`src/rtl/rpc_pkg.sv`:
```
package rpc_pkg;

  typedef enum logic [1:0] {
    MODE_RUN     = 2'd0,
    MODE_PRELOAD = 2'd1,
    MODE_OBSERVE = 2'd2,
    MODE_LOCKED  = 2'd3
  } rpc_mode_e;

  // flat register index for macrocell mc, bank b (0 = first rank, 1 = buried)
  function automatic int reg_index(input int mc, input int bank);
    return 2 * mc + bank;
  endfunction

  // data lane feeding macrocell mc
  function automatic int lane_of(input int mc);
    return mc / 2;
  endfunction

  // does the select pair address macrocell mc, bank b
  function automatic logic target_hit(input logic q_sel, input logic odd_sel,
                                      input int mc, input int bank);
    logic bank_bit;
    logic par_bit;
    bank_bit = (bank % 2) != 0;
    par_bit  = (mc % 2) != 0;
    return (q_sel == bank_bit) && (odd_sel == par_bit);
  endfunction

endpackage

```
`src/rtl/rpc_mode_arb.sv`:
```
module rpc_mode_arb
  import rpc_pkg::*;
(
  input  logic      pl_req,
  input  logic      obs_req,
  input  logic      locked,
  input  logic      strobe,
  output rpc_mode_e mode,
  output logic      load_fire,
  output logic      pl_active,
  output logic      obs_active
);

  always_comb begin
    if (locked)       mode = MODE_LOCKED;
    else if (pl_req)  mode = MODE_PRELOAD;
    else if (obs_req) mode = MODE_OBSERVE;
    else              mode = MODE_RUN;
  end

  assign pl_active  = (mode == MODE_PRELOAD);
  assign obs_active = (mode == MODE_OBSERVE);
  assign load_fire  = pl_active & strobe;

endmodule

```
`src/rtl/rpc_load_decode.sv`:
```
module rpc_load_decode
  import rpc_pkg::*;
#(
  parameter  int NUM_MC  = 24,
  localparam int LANES   = NUM_MC / 2,
  localparam int NUM_REG = 2 * NUM_MC
) (
  input  logic               fire,
  input  logic               q_sel,
  input  logic               odd_sel,
  input  logic [LANES-1:0]   data,
  output logic [NUM_REG-1:0] set_ctl,
  output logic [NUM_REG-1:0] clr_ctl
);

  for (genvar mc = 0; mc < NUM_MC; mc++) begin : g_mc
    for (genvar bk = 0; bk < 2; bk++) begin : g_bank
      localparam int RI = reg_index(mc, bk);
      localparam int LN = lane_of(mc);
      logic hit;
      assign hit         = fire & target_hit(q_sel, odd_sel, mc, bk);
      assign set_ctl[RI] = hit &  data[LN];
      assign clr_ctl[RI] = hit & ~data[LN];
    end
  end

endmodule

```
`src/rtl/rpc_obs_mux.sv`:
```
module rpc_obs_mux #(
  parameter int NUM_MC = 24
) (
  input  logic              obs_on,
  input  logic [NUM_MC-1:0] oe,
  input  logic [NUM_MC-1:0] q1,
  input  logic [NUM_MC-1:0] q2,
  output logic [NUM_MC-1:0] sel_q2,
  output logic [NUM_MC-1:0] dout
);

  for (genvar i = 0; i < NUM_MC; i++) begin : g_pin
    assign sel_q2[i] = obs_on & oe[i];
    assign dout[i]   = sel_q2[i] ? q2[i] : q1[i];
  end

endmodule

```
`src/rtl/reg_preload_ctrl.sv`:
```
module reg_preload_ctrl
  import rpc_pkg::*;
#(
  parameter  int NUM_MC  = 24,
  localparam int LANES   = NUM_MC / 2,
  localparam int NUM_REG = 2 * NUM_MC
) (
  input  logic               pl_mode_i,
  input  logic               obs_mode_i,
  input  logic               secure_i,
  input  logic               pl_strobe_i,
  input  logic               q_sel_i,
  input  logic               odd_sel_i,
  input  logic [LANES-1:0]   pl_data_i,
  input  logic [NUM_MC-1:0]  oe_i,
  input  logic [NUM_MC-1:0]  q1_i,
  input  logic [NUM_MC-1:0]  q2_i,
  output logic [NUM_REG-1:0] pl_set_o,
  output logic [NUM_REG-1:0] pl_clr_o,
  output logic               pl_active_o,
  output logic               obs_active_o,
  output logic [NUM_MC-1:0]  out_q2_sel_o,
  output logic [NUM_MC-1:0]  out_data_o
);

  rpc_mode_e mode;
  logic      load_fire;

  rpc_mode_arb u_arb (
    .pl_req     (pl_mode_i),
    .obs_req    (obs_mode_i),
    .locked     (secure_i),
    .strobe     (pl_strobe_i),
    .mode       (mode),
    .load_fire  (load_fire),
    .pl_active  (pl_active_o),
    .obs_active (obs_active_o)
  );

  rpc_load_decode #(.NUM_MC(NUM_MC)) u_dec (
    .fire    (load_fire),
    .q_sel   (q_sel_i),
    .odd_sel (odd_sel_i),
    .data    (pl_data_i),
    .set_ctl (pl_set_o),
    .clr_ctl (pl_clr_o)
  );

  rpc_obs_mux #(.NUM_MC(NUM_MC)) u_mux (
    .obs_on (obs_active_o),
    .oe     (oe_i),
    .q1     (q1_i),
    .q2     (q2_i),
    .sel_q2 (out_q2_sel_o),
    .dout   (out_data_o)
  );

endmodule

```
`config.mk`:
```
export PLATFORM = sky130hd
export DESIGN_NAME = reg_preload_ctrl
export DESIGN_NICKNAME = d
export VERILOG_FILES = /design/src/rtl/rpc_pkg.sv /design/src/rtl/rpc_mode_arb.sv /design/src/rtl/rpc_load_decode.sv /design/src/rtl/rpc_obs_mux.sv /design/src/rtl/reg_preload_ctrl.sv
export SDC_FILE = /design/constraint.sdc
export NUM_CORES = 1
export LEC_CHECK = 0
export CAP_MARGIN = 20
export CORE_AREA = 2 2 92 94
export DETAILED_ROUTE_END_ITERATION = 10
export DIE_AREA = 0 0 94 96
export PLACE_DENSITY = 0.64
export SYNTH_ARGS = -nofsm -noshare
export SYNTH_HDL_FRONTEND = slang
export SYNTH_SLANG_ARGS = --single-unit
```
`constraint.sdc`:
```
create_clock -name vclk -period 1.34
set_clock_uncertainty 0.1 [all_clocks]
set_input_delay 0.134 -clock vclk [all_inputs]
set_output_delay 0.134 -clock vclk [all_outputs]
set_load 0.01 [all_outputs]
```
==> metrics.md <==
| Metric | Value |
|---|---|
| Detailed placement HPWL | 6800 um |
| Critical-path top delay cell | or3b_4 |
| Area growth syn-to-layout | 282% |
| Die ar. | 0.00902 mm2 |
| Fmax | 629 MHz |
| Total grt overflow | 0 |
| Residual DRC | 0 |
| Comb pwr share | 100.0% |
| Sequential cell count | 0 |
| Synth top area share | 28.0% |
| Yosys cell types | 17 |
| Hold Buf Count CTS | 0 |
| Cell family with most CP delay | simple AND/OR/NAND/NOR gates |
| Final Total Pwr | 0.00128 W |
| Core ar. | 0.00805 mm2 |
| Clock power share | 0% |
| Die X | 94 um |
| Final net count | 586 |
| Boundary pin count | 236 |
| FF/Latch Area | 0 um2 |
| CP bufs+invs | 4 |
| Via density | 4.79 |
| Antenna Nets Post-Route | 0 |
| Cell area after layout | 0.00519 mm2 |
| Post-synthesis instance total | 188 |
| Worst setup SP type | input port |
| Switching power total | 0.000561 W |
| Crit path max fanout | 7 |
| Initial antenna violation count | 0 |
| Worst-path cell chain | buf_8, or3b_4, buf_12, buf_6, nor3_2, buf_2 |
| Clock buffers | 0 |
| DRT Pass-1 Iters | 4 |
| Fillcell total | 658 |
| Number of max-cap violations | 0 |
| Final Slew Violations | 0 |
| Min-delay src | pl_data_i[2] |
| Die height | 96 um |
| Worst path arrival time | 1.35 ns |
| Worst setup margin | -0.249 ns |
| Cell Int Power | 0.000720 W |
| Final setup vio count | 116 |
| Placed instance area | 0.00409 mm2 |
| Initial Util | 16.9% |
| Final hold viol count | 0 |
| Seq/Total Area, Yosys | 0% |
| Syn Area/Cell | 7.23 um2 |
| WP data required | 1.11 ns |
| Hold depth | 3 |
| Failing checks | negative setup slack |
| Vias | 2,871 |
| Sw Share | 43.8% |
| Number of global-route vias before repair | 2,988 |
| Biggest cell delay along the critical path | 0.50 ns |
| Pwr dens | 247 mW/mm2 |
| Stages on worst setup path | 6 |
| Syn Std Cell Area | 0.00136 mm2 |
| Syn_nets | 278 |
| Worst vdd ir | 144 uV |
| DRT iter0 DRCs | 50 |
| Leading area contributor after synthesis | nor3_1 |
| Gpl congestion | 0.787 |
| First-pass GRT wire length | 16,300 um |
| Worst setup path class | in -> out |
| Worst setup path start | secure_i |
| Critical Path End Type | primary output |
| Worst min path class | in -> out |
| Top post-synthesis cells by area | nor3_1 28%, and4bb_2 22%, mux2_1 15% |
| Seq pwr share | 0% |
| Post-Route WL | 11,600 um |
| GR Util All Layers | 23.0% |
| Slew Limit Headroom | 78.3% |
| Final min period | 1.59 ns |
| RSZ-0062 raised after global routing | true |
| Largest net degree at the start of global routing | 35 |
| Yosys Warn Count | 0 |
| Drt wl/cell | 19.4 um |
| # rows | 33 |
| Fraction of the cycle the final worst path needs | 119% |
| Leakage power | 2.58 nW |
| Port Buf Inserts | 236 |
| Worst-margin pin slew | 0.325 ns |
| Status | finished, violations left |
| Share of layout cells above drive strength 1 | 77.9% |
| Hold EP | pl_clr_o[10] |
| Number of diodes | 0 |
## cell usage after synthesis
| master | n |
|---|---|
| nor3_1 | 76 |
| and4bb_2 | 24 |
| nor3_2 | 20 |
| mux2_1 | 18 |
| clkbuf_1 | 13 |
| inv_1 | 12 |
| buf_2 | 6 |
| mux2_2 | 6 |
| buf_1 | 4 |
| buf_6 | 2 |
| buf_4 | 1 |
| nand2_1 | 1 |
| nand2b_1 | 1 |
| nand3b_1 | 1 |
| nor2b_1 | 1 |
| nor3b_1 | 1 |
| or3b_1 | 1 |
## tightest hold or removal path: cells and delay by family
| family | cells | cell delay (ns) |
|---|---|---|
| buffers and inverters | 2 | 0.33 |
| AND/OR/NAND/NOR | 1 | 0.05 |
## logic make-up (layout without fill, tap and decap cells)
| family | Yosys count | after routing | share of synthesized area, % |
|---|---|---|---|
| and+or+nand+nor | 126 | 126 | 67.7 |
| muxes | 24 | 24 | 19.9 |
| buffers and inverters | 38 | 344 | 12.4 |
## worst max-delay path by stage
stage                    to  slack (ns)
6_report        pl_set_o[0]       -0.25
5_1_grt        pl_set_o[25]       -0.28
4_1_cts         pl_clr_o[8]       -0.29
3_5_place_dp   pl_set_o[17]       -1.06
3_3_place_gp   pl_clr_o[45]       -1.00
2_1_floorplan  pl_clr_o[14]        0.09
## placed cells by master (no fill, tap or decap), types with 3 or more instances in the layout
master           synthesis  routed
buf_2                    6      99
buf_6                    2      61
clkdlybuf4s50_1          0      57
nor3_2                  20      51
nor3_4                   0      45
buf_4                    1      42
dlygate4sd2_1            0      33
and4bb_2                24      24
mux2_4                   0      24
buf_12                   0      14
inv_1                   12       9
buf_8                    0       7
buf_16                   0       6
clkdlybuf4s15_1          0       5
inv_2                    0       3
## metal layers
| metal | global-route usage (%) | share of wire, % |
|---|---|---|
| met1 | 25.4 | 36 |
| met2 | 44.6 | 54 |
| met3 | 5.87 | 8.4 |
| met4 | 4.35 | 1.7 |
| met5 | 0 | 0 |
## per-stage QoR
step	utilization, %	setup TNS [ns]	worst slack [ns]	hold slack (ns)	instances
floorplan	-	0	0.0863	0.201	188
global placement	50.8	-126.64	-1.00	1.21	539
detailed placement	50.8	-127.03	-1.06	1.21	539
CTS	62.2	-16.90	-0.292	0.608	596
global route	64.5	-18.86	-0.281	0.563	599
finish	64.5	-14.52	-0.249	0.555	599
## power groups by stage
stage | logic (W) | clock network [W] | registers, W
2_1_floorplan | 0.000280 | 0 | 0
3_3_place_gp | 0.000876 | 0 | 0
6_report | 0.00128 | 0 | 0
4_1_cts | 0.00122 | 0 | 0
5_1_grt | 0.00134 | 0 | 0
3_5_place_dp | 0.000880 | 0 | 0
## timing repair
| action | in CTS | in global routing |
|---|---|---|
| pin swaps | 25 | 31 |
| buffers inserted | 45 | 19 |
| setup endpoints to repair | 146 | 124 |
| gates cloned | 14 | 2 |
| endpoints found under the hold margin | 0 | 0 |
| gates resized for setup | 786 | 75 |
## area by class of cell
| type | instances | area, um2 | area share [%] |
|---|---|---|---|
| multi-input combinational | 150 | 1950 | 37.6 |
| tap | 105 | 131 | 2.53 |
| inverter | 12 | 45.0 | 0.867 |
| timing repair buffer | 332 | 3070 | 59.0 |
Note: power is estimated with default switching activity, not from simulation.
